File: src/rtl/flash_cmd_pkg.sv
package flash_cmd_pkg;

  typedef enum logic [3:0] {
    ST_READ,
    ST_UNL1,
    ST_UNL2,
    ST_SETUP,
    ST_UNL3,
    ST_UNL4,
    ST_PGM,
    ST_SEWIN,
    ST_RUN,
    ST_BYP,
    ST_BSETUP,
    ST_BEXIT
  } dec_state_t;

  localparam int UNLK_AW = 11;
  localparam logic [UNLK_AW-1:0] UNLK_ADDR_A = 11'h555;
  localparam logic [UNLK_AW-1:0] UNLK_ADDR_B = 11'h2AA;

  localparam logic [7:0] CMD_KEY_A    = 8'hAA;
  localparam logic [7:0] CMD_KEY_B    = 8'h55;
  localparam logic [7:0] CMD_ERASE_SU = 8'h80;
  localparam logic [7:0] CMD_CHIP     = 8'h10;
  localparam logic [7:0] CMD_SECT     = 8'h30;
  localparam logic [7:0] CMD_BYP_IN   = 8'h20;
  localparam logic [7:0] CMD_PROG     = 8'hA0;
  localparam logic [7:0] CMD_BYP_X1   = 8'h90;
  localparam logic [7:0] CMD_BYP_X2   = 8'h00;

endpackage

File: src/rtl/flash_seq_fsm.sv
module flash_seq_fsm
  import flash_cmd_pkg::*;
#(
  parameter int SECT_W = 3
) (
  input  logic               clk,
  input  logic               rst,
  input  logic               wr_en_i,
  input  logic [UNLK_AW-1:0] unlk_addr_i,
  input  logic [SECT_W-1:0]  sect_idx_i,
  input  logic [7:0]         wr_data_i,
  input  logic               accel_i,
  input  logic               win_expire_i,
  input  logic               run_last_i,
  output logic               prog_go_o,
  output logic               ce_go_o,
  output logic               se_go_o,
  output logic               se_add_o,
  output logic [SECT_W-1:0]  se_idx_o,
  output logic               se_cancel_o,
  output dec_state_t         state_o,
  output logic               byp_o
);

  dec_state_t state_q, state_d;
  logic       byp_q, byp_d;
  logic       at_a, at_b, key_a, key_b, force_byp;
  dec_state_t home;

  assign at_a      = (unlk_addr_i == UNLK_ADDR_A);
  assign at_b      = (unlk_addr_i == UNLK_ADDR_B);
  assign key_a     = wr_en_i && at_a && (wr_data_i == CMD_KEY_A);
  assign key_b     = wr_en_i && at_b && (wr_data_i == CMD_KEY_B);
  assign force_byp = accel_i;
  assign home      = (byp_q || accel_i) ? ST_BYP : ST_READ;
  assign se_idx_o  = sect_idx_i;

  always_comb begin
    state_d     = state_q;
    byp_d       = byp_q | accel_i;
    prog_go_o   = 1'b0;
    ce_go_o     = 1'b0;
    se_go_o     = 1'b0;
    se_add_o    = 1'b0;
    se_cancel_o = 1'b0;
    case (state_q)
      ST_READ: begin
        if (force_byp)  state_d = ST_BYP;
        else if (key_a) state_d = ST_UNL1;
      end
      ST_UNL1: begin
        if (force_byp)    state_d = ST_BYP;
        else if (wr_en_i) state_d = key_b ? ST_UNL2 : ST_READ;
      end
      ST_UNL2: begin
        if (force_byp) state_d = ST_BYP;
        else if (wr_en_i) begin
          state_d = ST_READ;
          if (at_a) begin
            case (wr_data_i)
              CMD_ERASE_SU: state_d = ST_SETUP;
              CMD_PROG:     state_d = ST_PGM;
              CMD_BYP_IN: begin
                state_d = ST_BYP;
                byp_d   = 1'b1;
              end
              default:      state_d = ST_READ;
            endcase
          end
        end
      end
      ST_SETUP: begin
        if (force_byp)    state_d = ST_BYP;
        else if (wr_en_i) state_d = key_a ? ST_UNL3 : ST_READ;
      end
      ST_UNL3: begin
        if (force_byp)    state_d = ST_BYP;
        else if (wr_en_i) state_d = key_b ? ST_UNL4 : ST_READ;
      end
      ST_UNL4: begin
        if (force_byp) state_d = ST_BYP;
        else if (wr_en_i) begin
          if (at_a && wr_data_i == CMD_CHIP) begin
            ce_go_o = 1'b1;
            state_d = ST_RUN;
          end else if (wr_data_i == CMD_SECT) begin
            se_add_o = 1'b1;
            state_d  = ST_SEWIN;
          end else begin
            state_d = ST_READ;
          end
        end
      end
      ST_PGM: begin
        if (wr_en_i) begin
          prog_go_o = 1'b1;
          state_d   = ST_RUN;
        end
      end
      ST_SEWIN: begin
        if (win_expire_i) begin
          se_go_o = 1'b1;
          state_d = ST_RUN;
        end else if (wr_en_i) begin
          if (wr_data_i == CMD_SECT) begin
            se_add_o = 1'b1;
          end else begin
            se_cancel_o = 1'b1;
            state_d     = home;
          end
        end
      end
      ST_RUN: begin
        if (run_last_i) state_d = home;
      end
      ST_BYP: begin
        if (wr_en_i) begin
          case (wr_data_i)
            CMD_PROG:     state_d = ST_PGM;
            CMD_ERASE_SU: state_d = ST_BSETUP;
            CMD_BYP_X1:   state_d = ST_BEXIT;
            default:      state_d = ST_BYP;
          endcase
        end
      end
      ST_BSETUP: begin
        if (wr_en_i) begin
          if (wr_data_i == CMD_CHIP) begin
            ce_go_o = 1'b1;
            state_d = ST_RUN;
          end else begin
            state_d = ST_BYP;
          end
        end
      end
      ST_BEXIT: begin
        if (wr_en_i) begin
          if (wr_data_i == CMD_BYP_X2 && !accel_i) begin
            byp_d   = 1'b0;
            state_d = ST_READ;
          end else begin
            state_d = ST_BYP;
          end
        end
      end
      default: state_d = ST_READ;
    endcase
  end

  always_ff @(posedge clk) begin
    if (rst) begin
      state_q <= ST_READ;
      byp_q   <= 1'b0;
    end else begin
      state_q <= state_d;
      byp_q   <= byp_d;
    end
  end

  assign state_o = state_q;
  assign byp_o   = byp_q;

endmodule

File: src/rtl/flash_sect_window.sv
module flash_sect_window #(
  parameter int NUM_SECT = 8,
  parameter int SECT_W   = 3,
  parameter int TSEA_CYC = 64
) (
  input  logic                clk,
  input  logic                rst,
  input  logic                add_i,
  input  logic [SECT_W-1:0]   idx_i,
  input  logic                clear_i,
  output logic                expire_o,
  output logic [NUM_SECT-1:0] mask_o
);

  localparam int CW = $clog2(TSEA_CYC + 1);

  logic [CW-1:0] cnt_q;
  logic          act_q;

  always_ff @(posedge clk) begin
    if (rst || clear_i) begin
      cnt_q <= '0;
      act_q <= 1'b0;
    end else if (add_i) begin
      cnt_q <= CW'(TSEA_CYC);
      act_q <= 1'b1;
    end else if (act_q) begin
      if (cnt_q == '0) act_q <= 1'b0;
      else             cnt_q <= cnt_q - 1'b1;
    end
  end

  assign expire_o = act_q && (cnt_q == '0);

  for (genvar s = 0; s < NUM_SECT; s++) begin : g_sect
    logic sel_q;
    always_ff @(posedge clk) begin
      if (rst || clear_i)                       sel_q <= 1'b0;
      else if (add_i && idx_i == SECT_W'(s))    sel_q <= 1'b1;
    end
    assign mask_o[s] = sel_q;
  end

endmodule

File: src/rtl/flash_busy_timer.sv
module flash_busy_timer #(
  parameter int BUSY_CYC = 100
) (
  input  logic clk,
  input  logic rst,
  input  logic start_i,
  output logic busy_o,
  output logic done_o,
  output logic last_o
);

  localparam int CW = $clog2(BUSY_CYC + 1);

  logic [CW-1:0] cnt_q;
  logic          busy_q, done_q;

  always_ff @(posedge clk) begin
    if (rst) begin
      cnt_q  <= '0;
      busy_q <= 1'b0;
      done_q <= 1'b0;
    end else begin
      done_q <= 1'b0;
      if (start_i && !busy_q) begin
        busy_q <= 1'b1;
        cnt_q  <= CW'(BUSY_CYC - 1);
      end else if (busy_q) begin
        if (cnt_q == '0) begin
          busy_q <= 1'b0;
          done_q <= 1'b1;
        end else begin
          cnt_q <= cnt_q - 1'b1;
        end
      end
    end
  end

  assign busy_o = busy_q;
  assign done_o = done_q;
  assign last_o = busy_q && (cnt_q == '0);

endmodule

File: src/rtl/flash_cmd_decoder.sv
module flash_cmd_decoder
  import flash_cmd_pkg::*;
#(
  parameter int ADDR_W   = 16,
  parameter int NUM_SECT = 8,
  parameter int TSEA_CYC = 64,
  parameter int BUSY_CYC = 100
) (
  input  logic                clk,
  input  logic                rst,
  input  logic                wr_en_i,
  input  logic [ADDR_W-1:0]   wr_addr_i,
  input  logic [7:0]          wr_data_i,
  input  logic                accel_i,
  output logic                prog_start_o,
  output logic [ADDR_W-1:0]   prog_addr_o,
  output logic [7:0]          prog_data_o,
  output logic                chip_erase_start_o,
  output logic                sect_erase_start_o,
  output logic [NUM_SECT-1:0] sect_mask_o,
  output logic                busy_o,
  output logic                done_o,
  output logic                read_mode_o,
  output logic                bypass_o
);

  localparam int SECT_W = (NUM_SECT > 1) ? $clog2(NUM_SECT) : 1;

  logic              prog_go, ce_go, se_go, se_add, se_cancel;
  logic [SECT_W-1:0] se_idx;
  logic              win_expire, run_last;
  dec_state_t        state;
  logic              byp;

  flash_seq_fsm #(
    .SECT_W (SECT_W)
  ) u_fsm (
    .clk          (clk),
    .rst          (rst),
    .wr_en_i      (wr_en_i),
    .unlk_addr_i  (wr_addr_i[UNLK_AW-1:0]),
    .sect_idx_i   (wr_addr_i[ADDR_W-1 -: SECT_W]),
    .wr_data_i    (wr_data_i),
    .accel_i      (accel_i),
    .win_expire_i (win_expire),
    .run_last_i   (run_last),
    .prog_go_o    (prog_go),
    .ce_go_o      (ce_go),
    .se_go_o      (se_go),
    .se_add_o     (se_add),
    .se_idx_o     (se_idx),
    .se_cancel_o  (se_cancel),
    .state_o      (state),
    .byp_o        (byp)
  );

  flash_sect_window #(
    .NUM_SECT (NUM_SECT),
    .SECT_W   (SECT_W),
    .TSEA_CYC (TSEA_CYC)
  ) u_win (
    .clk      (clk),
    .rst      (rst),
    .add_i    (se_add),
    .idx_i    (se_idx),
    .clear_i  (se_cancel | run_last),
    .expire_o (win_expire),
    .mask_o   (sect_mask_o)
  );

  flash_busy_timer #(
    .BUSY_CYC (BUSY_CYC)
  ) u_tmr (
    .clk     (clk),
    .rst     (rst),
    .start_i (prog_go | ce_go | se_go),
    .busy_o  (busy_o),
    .done_o  (done_o),
    .last_o  (run_last)
  );

  always_ff @(posedge clk) begin
    if (rst) begin
      prog_start_o       <= 1'b0;
      chip_erase_start_o <= 1'b0;
      sect_erase_start_o <= 1'b0;
      prog_addr_o        <= '0;
      prog_data_o        <= '0;
    end else begin
      prog_start_o       <= prog_go;
      chip_erase_start_o <= ce_go;
      sect_erase_start_o <= se_go;
      if (prog_go) begin
        prog_addr_o <= wr_addr_i;
        prog_data_o <= wr_data_i;
      end
    end
  end

  assign read_mode_o = (state == ST_READ);
  assign bypass_o    = byp;

endmodule

File: config.mk
export PLATFORM = sky130hd
export DESIGN_NAME = flash_cmd_decoder
export DESIGN_NICKNAME = d
export VERILOG_FILES = /design/src/rtl/flash_cmd_pkg.sv /design/src/rtl/flash_seq_fsm.sv /design/src/rtl/flash_sect_window.sv /design/src/rtl/flash_busy_timer.sv /design/src/rtl/flash_cmd_decoder.sv
export SDC_FILE = /design/constraint.sdc
export NUM_CORES = 1
export LEC_CHECK = 0
export ABC_AREA = 1
export BUFFER_PORTS_ARGS = -buffer_cell sky130_fd_sc_hd__buf_2
export CAP_MARGIN = 20
export CORE_MARGIN = 2
export CORE_UTILIZATION = 40
export CTS_BUF_LIST = sky130_fd_sc_hd__clkbuf_8
export DETAILED_ROUTE_END_ITERATION = 6
export PLACE_DENSITY = 0.72
export SETUP_SLACK_MARGIN = 0.05
export SYNTH_ARGS = -nofsm -noshare
export SYNTH_HDL_FRONTEND = slang
export SYNTH_SLANG_ARGS = --single-unit
export TNS_END_PERCENT = 20
File: constraint.sdc
create_clock -name clk -period 1.4 [get_ports clk]
set_input_delay 0.07 -clock clk [delete_from_list [all_inputs] [get_ports clk]]
set_output_delay 0.07 -clock clk [all_outputs]
set_load 0.02 [all_outputs]
==> impl_summary.md, run 1 <==
STA
The worst slew margin relative to its limit is 58.7%. The number of hold-slack violations in the final timing report came to 0. The worst path uses 116% of the clock period. Setup repair after global routing could not meet its margin everywhere.

The final critical path time including I/O delays and setup is 1630 ps. The least setup slack across all paths after layout is -227 ps. On the final layout, the worst hold slack is 15.5 ps. The number of slew-limit violations in the final report is 0. Timing would allow up to 615 MHz. The slew at the pin with the worst max-slew slack is 619 ps.

The total of endpoints with negative setup slack in the final report is 28. Clock skew on the completed layout was measured at 7.37 ps.

Power and ir drop
The relative contribution of the clock network to total power is 32.7%. The part of the power in combinational logic is 24.4%. The sequential cell fraction of total power is 43.0%. The analysis attributes to cell leakage a power of 2.16 nW. Internal power comes to 2.74 mW. Of the total power, the share spent switching nets is 32.2%.

Across the VDD grid, the largest voltage drop is 0.526 mV. For this design the total switching power over the nets is 1.30 mW. Dividing total power by cell area gives a power density of 903 nW/µm².

Synthesis
The post-synthesis cell type count is 31. By count the netlist is led by sky130_fd_sc_hd__nand2_1, sky130_fd_sc_hd__nor2_1, sky130_fd_sc_hd__dfxtp_1. The share of flip-flops with an asynchronous set or reset is 0%. The mapped netlist covers 3020 µm². The number of flops mapped to enable cells by yosys is 0.

After synthesis the netlist holds a flip-flop and latch count of 57. The gate count of the mapped netlist is 461. The area share of the leading cell type in the synthesized netlist is 37.7%. The largest total area in the synthesized netlist belongs to sky130_fd_sc_hd__dfxtp_1. The most common cell in the synthesized netlist is sky130_fd_sc_hd__nand2_1. Summing the sequential cell areas from Yosys gives 37.7% of the chip area. The net count after synthesis is 491. Averaged over all synthesized cells, the footprint is 6.56 µm². For this run, the number of Yosys warnings is 0.

By area the synthesized netlist is led by sky130_fd_sc_hd__dfxtp_1, sky130_fd_sc_hd__nand2_1, sky130_fd_sc_hd__nor2_1, sky130_fd_sc_hd__inv_1, sky130_fd_sc_hd__a21oi_1. The flip-flop cell with the highest count after synthesis is sky130_fd_sc_hd__dfxtp_1.

GRT
For met1 alone, demand over resource in global routing was 27.2%. The via count of the first global-routing pass was 3382. The met3 layer usage reported by global route is 6.64%. The total routing resource utilization after global routing is 21.8%. The met2 capacity usage during global routing is 35.9%. The first-pass GRT wire length is 14.9 mm.

The initial antenna violation count is 0. The largest net degree at the start of global routing is 37. Global routing finished with a remaining overflow of 0. The global-route layer with the greatest usage is met2.

Setup path
The worst-case reg-to-reg path depth is 10. The critical path required time is 1660 ps. The launch point of the worst reg-to-reg path is u_tmr.cnt_q[0]$_SDFFE_PP0P_. The kind of end point of the critical path is a flip-flop. The classification of the worst setup path is reg -> reg. The critical register-to-register path endpoint is u_fsm.state_o[0]$_SDFFE_PP0P_. Data on the critical path arrives at its endpoint at 1880 ps.

STA classifies the critical path startpoint as a flip-flop. In this run the worst path has a maximum fanout of 4. Across all register-to-register paths, the minimum setup slack is -230 ps.

Detailed routing
The number of vias per cell is 4.92. In this run the remaining antenna-violating nets after routing total 0. After detailed routing, the number of remaining DRC violations is 0. The first TritonRoute pass finished after 5 iterations. The overall via count from detail_route is 3475. In this run, the number of DRC markers left after iteration 0 of detailed routing was 189.

The sum of routed wire length over all layers is 8.86 mm. Dividing the detail-routed wire length by the instance count gives 12.5 µm.

Place
The routability congestion estimate is 0.969. In this run the tool buffered the top-level ports with 66 buffer cells. The post-DP HPWL is 6.41 mm.

Layout
The area growth from synthesis to final layout is 48.1%. The filler cells instantiated in the layout total 678. The final cell utilization of the core is 61.4%. The number of inserted diodes is 0. Summing all multi-input logic gate instances after layout gives 1770 µm². The share of post-route cells with drive strength above 1 is 40.8%. The number of nets in the layout is 633. In the final layout, flip-flops and latches occupy 1160 µm².

Min path
For hold timing, the worst endpoint is prog_addr_o[8]$_SDFFE_PP0P_. Counting instances, the worst hold path has a depth of 3. The critical hold path startpoint is wr_addr_i[8]. The path class of the tightest hold or removal check is in -> reg.

Clocking
The number of clock sinks seen by CTS is 57. The clock edge transition at the registers on the reported setup and hold paths is 60 ps. Counting along the longest clock path gives a buffer depth of 2. The CTS H-tree depth is 3. The CTS buffer count is 9. Clock tree synthesis selected as its root buffer the cell sky130_fd_sc_hd__clkbuf_8. TritonCTS built the clock tree. The clock reaches the later pin of the worst-skew pair after 330 ps.

Floorplanning
The placeable core region is 7290 µm². The die boundary width is 90.9 µm. The initial core utilization is 41.5%. The floorplan die area is 8270 µm².

The site row count is 31. The number of I/O pins is 67. The die boundary height is 90.9 µm.

Job
The tool flagged a number of max-cap violations equal to 0.

Run status
The final reports fail on negative setup slack. The flow ran to the end, but the final reports show violations.
## through the flow
step	std cells	setup TNS [ps]	cell area [µm²]	total power [mW]	setup WS [ps]
3_3_place_gp	675	-4640	3950	2.55	-207
6_report	707	-2940	4480	4.04	-227
4_1_cts	701	-2840	4300	3.94	-158
2_1_floorplan	461	-271	3090	2.21	-29.9
3_5_place_dp	675	-6070	3950	2.57	-268
5_1_grt	707	-6000	4480	4.25	-319
## critical path, stage by stage, from the launching register on
cell and delay [ps]:
sky130_fd_sc_hd__dfxtp_2 320, sky130_fd_sc_hd__inv_2 70, sky130_fd_sc_hd__ha_4 140, sky130_fd_sc_hd__nand2_2 50, sky130_fd_sc_hd__nor2_2 90, sky130_fd_sc_hd__nand4_1 180, sky130_fd_sc_hd__nand2_1 140, sky130_fd_sc_hd__nand4_1 180
sky130_fd_sc_hd__nor2_4 170, sky130_fd_sc_hd__o21ai_1 100, sky130_fd_sc_hd__a21oi_1 120
## metal layers
| layer | wire length [µm] | share of wire (%) |
|---|---|---|
| met3 | 649 | 7.3 |
| met1 | 3800 | 43 |
| met4 | 138 | 1.6 |
| met2 | 4270 | 48 |
| met5 | 0 | 0 |
## cell families after synthesis
family	after synthesis	share of synthesized area (%)
fa+ha+maj	2	0.828
flops	57	37.7
compound gates	76	13.1
simple gates	240	35.5
buf+inv	82	11.6
xor+xnor	4	1.16
## how the worst max path moves through the flow
stage / start / end / slack (ps) / cells past startpoint
after floorplan: u_win.cnt_q[1]$_SDFFE_PP0P_ / u_win.g_sect[3].sel_q$_SDFFE_PP0P_ / -30 / 11
after global placement: u_fsm.state_o[2]$_SDFFE_PP0P_ / u_win.g_sect[3].sel_q$_SDFFE_PP0P_ / -210 / 7
after detailed placement: u_win.cnt_q[0]$_SDFFE_PP0P_ / u_win.cnt_q[0]$_SDFFE_PP0P_ / -270 / 10
after CTS: u_tmr.cnt_q[0]$_SDFFE_PP0P_ / u_fsm.state_o[0]$_SDFFE_PP0P_ / -160 / 11
after global routing: u_win.cnt_q[1]$_SDFFE_PP0P_ / u_fsm.state_o[0]$_SDFFE_PP0P_ / -320 / 11
final: u_tmr.cnt_q[0]$_SDFFE_PP0P_ / u_fsm.state_o[0]$_SDFFE_PP0P_ / -230 / 10
## sequential cells by signal, indices dropped and copies added (netlist names)
name and cells:
chip_erase_start_o 1, prog_addr_o 16, prog_data_o 8, prog_start_o 1, sect_erase_start_o 1, u_fsm.byp_o 1, u_fsm.state_o 4, u_tmr.busy_o 1
u_tmr.cnt_q 7, u_tmr.done_o 1, u_win.act_q 1, u_win.cnt_q 7, u_win.g_sect.sel_q 8
## placed cells by master (no fill, tap or decap), drive strengths merged, types with 2 or more instances in the layout
cell type,instances
dfxtp,57
o21ai,33
xor2,4
inv,64
a21oi,37
nand2,90
ha,2
nand3b,9
buf,146
clkbuf,10
clkinv,4
nand3,30
dlygate4sd3,4
o31ai,2
a31oi,2
nor2,92
nor3,7
nand4,10
## power groups by stage
| stage | Combinational, mW | Clock (mW) | Sequential, mW |
|---|---|---|---|
| after global routing | 1.08 | 1.44 | 1.74 |
| after CTS | 0.887 | 1.35 | 1.71 |
| after detailed placement | 0.836 | 0 | 1.73 |
| after floorplan | 0.496 | 0 | 1.71 |
| final | 0.984 | 1.32 | 1.74 |
| after global placement | 0.820 | 0 | 1.73 |
## repair_timing
action                                  in CTS  in global routing
gates resized for setup                     30                 46
cloned                                       1                  0
pin swaps                                   12                 21
endpoints found under the setup margin      56                 57
hold buffers                                 4                  0
setup buffers                                5                  6
endpoints found under the hold margin        4                  0
## area by class of cell
class / instances / share of cell area (%)
Tap cell: 99 / 2.77
Clock inverter: 6 / 0.783
Sequential cell: 57 / 26.0
Timing Repair Buffer: 150 / 22.4
Clock buffer: 10 / 3.08
Multi-Input combinational cell: 322 / 39.5
Inverter: 63 / 5.45
Note: power is estimated with default switching activity, not from simulation.
==> run 2: changes to the inputs <==
HOLD_SLACK_MARGIN = 0.03   (was unset)
==> impl_summary.md, run 2 (synthesized netlist as in run 1, its figures left out) <==
Detailed routing
The number of vias per cell is 4.87. The first-pass iteration count of the detailed router is 5. The average wire per standard cell is 12.6 µm.

The sum of routed wire length over all layers is 9.02 mm. The overall via count from detail_route is 3479. The post-route antenna net violation count is 0. The iteration-0 DRC count of the detailed router is 234. In the routed design, unresolved DRC markers number 0.

Place
Counting tap cells, the placed design contains a total of 675 instances. The routability congestion estimate is 0.969. Summed over all nets, the half-perimeter wirelength after detailed placement is 6.41 mm. The count of buffers inserted at the top-level ports is 66.

Floorplanning
The die boundary width is 90.9 µm. The number of I/O pins is 67. The placeable core region is 7290 µm². The site row count is 31. The die boundary height is 90.9 µm. The initial utilization of the core area, before any placement, comes to 41.5%. The floorplan step defined a die boundary enclosing 8270 µm².

Layout
The net count of the finished layout is 640. The number of inserted diodes is 0. The register with the most flip-flops in the layout has 16 of them. Of the cells placed in the final design, the portion with a size suffix greater than 1 is 40.3%.

The largest registers in the layout are prog_addr_o: 16 flops, prog_data_o: 8 flops, u_win.g_sect.sel_q: 8 flops. The final cell count without fillers is 714. Ranked by flip-flop count, first place goes to prog_addr_o.

The final-layout fill cell count is 668. The final cell utilization of the core is 62.3%. The library cells used most frequently in the layout, excluding fill and tap cells, are sky130_fd_sc_hd__buf_4, sky130_fd_sc_hd__nor2_1, sky130_fd_sc_hd__nand2_1. The most common cell after layout, fill and taps aside is sky130_fd_sc_hd__buf_4.

The area growth from synthesis to final layout is 50.4%.

Power and ir drop
In this run the power density over the cells is 894 nW/µm². The peak supply drop is 0.526 mV. The cell leakage power is 2.19 nW.

Power comes to 4.07 mW.

Clocking
TritonCTS built the clock tree. The latest clock arrival within the worst-skew pair is 330 ps. Clock tree synthesis found a total of 57 sinks. CTS placed an instance of sky130_fd_sc_hd__clkbuf_8 at the clock tree root. No sink is reached through more buffers than the 2 on the longest clock path. In this run, CTS created clock tree buffers numbering 9.

Clock-pin slew was measured on the worst setup and hold paths at 60 ps. The clock tree synthesis step divided the H-tree into 3 levels.

GRT
The initial antenna violation count was 0. Entering global routing, the biggest net connects 37 pins. For this run the aggregate overflow at the end of global routing stands at 0.

The first global-routing pass estimated 15.0 mm of wire. The total routing resource utilization after global routing is 21.9%. The via count of the first global-routing pass is 3385.

Setup path
The standard cell with the maximum stage delay on the critical path is sky130_fd_sc_hd__dfxtp_2. For the worst setup path, the data arrival time is 1860 ps. At the worst endpoint, the required time is 1660 ps. The maximum fanout count along the critical path is 4. The kind of end point of the critical path is a flip-flop. In this design, the stage delay of the slowest critical-path cell is 320 ps. Walking the worst path, the cells encountered are inv_2 > ha_4 > nand2_2 > nor2_2 > nand4_1 > nand2_1 > nand4_1 > nor2_4 > o21ai_1 > a21oi_1. The cell that appears most often on the critical path is sky130_fd_sc_hd__nand4_1. The classification of the worst setup path is reg -> reg. STA classifies the critical path startpoint as a flip-flop.

STA
The slew at the pin with the worst max-slew slack is 629 ps. On the final layout, the worst clock skew is 7.70 ps. The number of slew-limit violations in the final report came to 0.

Setup repair after global routing could not meet its margin everywhere. The worst pin sits at a relative slew slack of 58.0%. Static timing analysis puts the maximum clock frequency at 622 MHz. The number of hold-slack violations in the final timing report is 0. Of the available clock period, the critical path in the final layout requires 115%. The total of endpoints with negative setup slack in the final report is 28.

The final critical path time including I/O delays and setup is 1610 ps. Once routing completed, OpenROAD measured the worst setup slack at -207 ps.

Min path
The tightest min-delay check is of the in -> reg type.

Run status
The run finished, with violations left. The final reports fail on negative setup slack.

Job
Across the run, the number of max-cap violations was 0.
-- run 2: cell count changes in the layout (fill, tap and decap cells not counted) --
| cell | before | now |
|---|---|---|
| sky130_fd_sc_hd__dlygate4sd3_1 | 4 | 11 |
-- run 2: area by class of cell --
type	instances	area, µm²	area share [%]
clock buffers	10	138	3.03
clock inverters	6	35.0	0.771
inverters	63	244	5.37
multi-input cells	322	1770	38.9
flip-flops and latches	57	1160	25.6
well taps	99	124	2.73
repair buffers	157	1070	23.6
-- run 2: timing repair --
action,4_1_cts,5_1_grt
endpoints found under the hold margin,11,0
setup endpoints to repair,56,57
resized for setup,30,46
gates cloned,1,0
pin swaps,12,21
hold buffers,11,0
setup buffers,5,6
-- run 2: stage by stage --
step	TNS (ps)	area, µm²	setup WS [ps]	hold WS, ps
3_5_place_dp	-6070	3950	-268	311
3_3_place_gp	-4640	3950	-207	293
6_report	-3030	4550	-207	49.4
4_1_cts	-2840	4370	-158	32.5
2_1_floorplan	-271	3090	-29.9	173
5_1_grt	-5940	4550	-315	39.0
-- run 2: where the power goes --
part           total, mW  internal [mW]  switching, mW
clock               1.33          0.676          0.650
sequential          1.74           1.66         0.0753
combinational       1.00          0.416          0.587
-- run 2: worst paths after layout --
path                                            from                                 end  slack (ps)  cells past startpoint
hold / removal                          wr_data_i[7]         prog_data_o[7]$_SDFFE_PP0P_          50                      3
setup / recovery         u_tmr.cnt_q[0]$_SDFFE_PP0P_       u_fsm.state_o[0]$_SDFFE_PP0P_        -210                     10
setup reg to reg         u_tmr.cnt_q[0]$_SDFFE_PP0P_       u_fsm.state_o[0]$_SDFFE_PP0P_        -210                     10
hold reg to reg   u_win.g_sect[0].sel_q$_SDFFE_PP0P_  u_win.g_sect[0].sel_q$_SDFFE_PP0P_         450                      2
-- run 2: routing by layer --
metal | track usage (%) | part of all wire (%) | up-vias
met5 | 0 | 0 | -
met4 | 6.94 | 1.5 | 0
met3 | 6.56 | 7.1 | 12
met2 | 36.3 | 49 | 119
met1 | 27.2 | 43 | 1574
li1 | - | - | 1774
-- run 2: worst max-delay path: cells and delay by family (launching register included) --
family | cells | cell delay, ps
AND/OR/NAND/NOR | 6 | 800
flip-flops | 1 | 320
AO/OA/AOI/OAI | 2 | 200
adder cells (fa/ha/maj) | 1 | 140
buffers and inverters | 1 | 70
==> run 3: changes to the inputs <==
ABC_AREA = unset   (was 1)
CORE_MARGIN = unset   (was 2)
PLACE_DENSITY = 0.73   (was 0.72)
==> impl_summary.md, run 3 <==
Place
The routability congestion estimate is 0.926. The count of buffers inserted at the top-level ports is 66. After legalization and detailed placement, the total HPWL measured 6.26 mm.

Synthesis
The area share of the leading cell type in the synthesized netlist is 39.2%. The number of warnings printed during yosys synthesis is 0. After synthesis, the cell types taking the most area are sky130_fd_sc_hd__dfxtp_1, sky130_fd_sc_hd__nand2_1, sky130_fd_sc_hd__a21oi_1, sky130_fd_sc_hd__nor2_1, sky130_fd_sc_hd__buf_4. The cell type contributing the most total cell area after synthesis is sky130_fd_sc_hd__dfxtp_1. The flip-flop cell with the highest count after synthesis is sky130_fd_sc_hd__dfxtp_1. The share of flip-flops with an asynchronous set or reset is 0%.

In this run the mean area of a mapped cell was 7.96 µm². Counting distinct cell types in the post-synthesis netlist gives 68. The mapped netlist covers 2910 µm². Synthesis produced a netlist with a net count of 396. The commonest cells after synthesis are sky130_fd_sc_hd__nand2_1, sky130_fd_sc_hd__dfxtp_1, sky130_fd_sc_hd__a21oi_1. The number of flops mapped to enable cells by yosys is 0. The dominant cell by count in the synthesized netlist is sky130_fd_sc_hd__nand2_1. The sequential-to-total area share from yosys stat is 39.2%. The gate count of the mapped netlist is 366. In this run, synthesis produced a sequential element count of 57.

STA
Between clock sinks in the finished design, the worst skew comes to 5.22 ps. The final critical path time including I/O delays and setup is 1970 ps. Setup violations remaining at the end of the flow were counted as 31. In the final timing run, aggregate negative setup slack is -13310 ps. After layout, the worst setup slack is -570 ps. In the finished design, the share of the clock period the worst path needs comes to 141%. In this run the tightest slew margin relative to its limit is 50.1%. The number of slew-limit violations in the final report came to 0. Based on the critical path, the design can be clocked at up to 508 MHz. The slew at the pin with the worst max-slew slack is 739 ps.

Setup repair after global routing could not meet its margin everywhere. The number of hold-slack violations in the final timing report is 0.

Floorplanning
The die boundary width is 87.3 µm. The floorplan step set the die height to 87.3 µm. The number of I/O pins is 67.

The floorplan die area is 7620 µm². In this run the standard cell core region covers 6910 µm². The site row count is 30.

The initial core utilization is 42.2%.

Layout
The final-layout fill cell count is 579. The largest registers in the layout are prog_addr_o: 16 flops, prog_data_o: 8 flops, u_win.g_sect.sel_q: 8 flops. The number of nets in the layout is 546. In the layout the commonest cells are sky130_fd_sc_hd__buf_4, sky130_fd_sc_hd__nand2_1, sky130_fd_sc_hd__buf_2. The share of post-route cells with drive strength above 1 is 44.1%. The number of inserted diodes is 0. The library cell used most frequently in the layout, excluding fill and tap cells, is sky130_fd_sc_hd__buf_4.

Cells fill 64.3% of the core in the end. The area growth from synthesis to final layout is 52.6%. The register with the most flip-flops in the layout has 16 of them. The top register by number of flip-flops is prog_addr_o.

Setup path
The worst register-to-register path begins at u_tmr.cnt_q[0]$_SDFFE_PP0P_. In this design, the stage delay of the slowest critical-path cell is 410 ps. Traced cell by cell, the critical path runs through inv_2 > ha_4 > or3b_4 > buf_12 > o41ai_4 > buf_6 > nor4_4 > nand2_1 > xor2_1 > a21oi_1. STA puts the critical path data required time at 1610 ps. Of all nets on the critical path, the largest fanout is 5. The combined buffer and inverter count along the critical path is 3. The source of the critical timing path is u_tmr.cnt_q[0]$_SDFFE_PP0P_. The kind of cell with the highest combined delay on the critical path is simple AND/OR/NAND/NOR gates. The worst setup path is of the reg -> reg kind.

The element type at the critical path start is a flip-flop. The slowest stage of the critical path is the sky130_fd_sc_hd__or3b_4 cell. The arrival time of the worst setup path is 2180 ps. The kind of end point of the critical path is a flip-flop.

Job
The max capacitance violation total is 0.

Detailed routing
The overall via count from detail_route is 3265. In this run the remaining antenna-violating nets after routing total 0. The sum of routed wire length over all layers is 9.21 mm.

The remaining routing DRC violations is 0. The average wire per standard cell is 14.9 µm. Dividing the detail-routed via count by the number of cells gives 5.29. The first-pass iteration count of the detailed router is 4. In this run, the number of DRC markers left after iteration 0 of detailed routing was 141.

Run status
The checks that failed: negative setup slack. The run finished, with violations left.

GRT
The via count of the first global-routing pass is 3110. The initial antenna violation count came to 0. The first global-routing pass estimated 14.2 mm of wire. Entering global routing, the biggest net connects 41 pins. Summed over all layers, the global routing overflow is 0. The total routing resource utilization after global routing is 24.1%.

Clocking
The clock passes through at most 2 buffers. Clock-pin slew was measured on the worst setup and hold paths at 70 ps. In this run the number of H-tree levels came out at 3.

The root buffer cell is sky130_fd_sc_hd__clkbuf_8. The latest clock arrival within the worst-skew pair is 340 ps. Buffers inserted during clock tree synthesis total 9. The CTS tree is built. The number of clock sinks seen by CTS is 57.

Power and ir drop
The peak supply drop is 0.571 mV. The internal portion of the total power is 3.43 mW. The power density of the placed cells is 1160 nW/µm². In this run the power spent charging and discharging nets is 1.70 mW. The cell leakage power is 1.94 nW. Net switching is 33.2% of the power. The sequential cell fraction of total power is 34.6%. Per report_power, the clock group accounts for 28.7% of the total. The part of the power in combinational logic is 36.7%.

Min path
The critical hold path startpoint is wr_addr_i[15]. The kind of path behind the tightest hold check is in -> reg.
## run 3: cell types whose count changed after synthesis, moves of 6 or more
cell,previous run,this run
sky130_fd_sc_hd__nor2_1,83,38
sky130_fd_sc_hd__o21ai_0,31,6
sky130_fd_sc_hd__nand3_1,29,4
sky130_fd_sc_hd__clkbuf_1,5,15
sky130_fd_sc_hd__inv_2,6,0
sky130_fd_sc_hd__nor2b_1,0,9
sky130_fd_sc_hd__nor4_1,1,7
sky130_fd_sc_hd__nand3b_1,9,1
sky130_fd_sc_hd__inv_1,56,9
sky130_fd_sc_hd__a21oi_1,37,44
sky130_fd_sc_hd__nand2_1,88,66
## run 3: power by group through the flow
stage	Clock (mW)	Sequential (mW)	Combinational, mW
after floorplan	0	1.80	0.933
after CTS	1.48	1.76	1.73
after detailed placement	0	1.78	1.57
after global routing	1.56	1.78	2.02
final	1.47	1.77	1.88
after global placement	0	1.77	1.54
## run 3: area by class of cell
class                      instances  area [µm²]  share of cell area, %
clock inverter                     4        26.3                  0.592
clock buffer                      12         165                   3.72
timing repair buffer             168        1170                   26.4
sequential                        57        1150                   25.9
multi-input combinational        271        1770                   39.9
tap                               96         120                   2.70
inverter                           9        33.8                  0.761
## run 3: cells by family after synthesis
| group | share of synthesized area (%) |
|---|---|
| adders and majority gates | 0.859 |
| AOI/OAI and AO/OA | 18.5 |
| DFF | 39.2 |
| xor gates and xnor gates | 3.01 |
| buffers and inverters | 7.39 |
| and+or+nand+nor | 31.1 |
## run 3: worst paths after layout
path | end | slack [ps] | cells after the start
worst max register to register | u_tmr.cnt_q[5]$_SDFFE_PP0P_ | -570 | 10
worst min register to register | prog_addr_o[9]$_SDFFE_PP0P_ | 450 | 2
worst min-delay path | prog_addr_o[15]$_SDFFE_PP0P_ | 60 | 3
worst max-delay path | u_tmr.cnt_q[5]$_SDFFE_PP0P_ | -570 | 10
## run 3: per-stage QoR
| stage | cell area, µm² | std cells | setup WS (ps) | power (mW) | hold slack [ps] |
|---|---|---|---|---|---|
| after floorplan | 2950 | 366 | -472 | 2.73 | 206 |
| after global placement | 3860 | 583 | -634 | 3.31 | 291 |
| after detailed placement | 3860 | 583 | -711 | 3.36 | 289 |
| after CTS | 4260 | 612 | -540 | 4.98 | 41.5 |
| after global routing | 4440 | 617 | -660 | 5.36 | 58.9 |
| final | 4440 | 617 | -570 | 5.13 | 64.2 |
## run 3: routing by layer
layer	vias up	part of all wire [%]	wire (µm)	GRT usage, %
met4	0	3.4	311	12.7
met1	1529	40	3670	27.4
li1	1593	-	-	-
met3	33	5.0	462	6.16
met2	110	52	4760	41.5
met5	-	0	0	0
## run 3: what timing repair did
action,4_1_cts,5_1_grt
pin swaps,16,32
gates resized for setup,20,35
endpoints found under the setup margin,56,57
setup buffers,7,5
endpoints found under the hold margin,7,0
hold buffers,6,0
## run 3: worst register-to-register path, cell delays in order (launching register included)
cell and delay [ps]:
sky130_fd_sc_hd__dfxtp_2 320, sky130_fd_sc_hd__inv_2 70, sky130_fd_sc_hd__ha_4 130, sky130_fd_sc_hd__or3b_4 410, sky130_fd_sc_hd__buf_12 140, sky130_fd_sc_hd__o41ai_4 210, sky130_fd_sc_hd__buf_6 180, sky130_fd_sc_hd__nor4_4 50
sky130_fd_sc_hd__nand2_1 70, sky130_fd_sc_hd__xor2_1 170, sky130_fd_sc_hd__a21oi_1 90
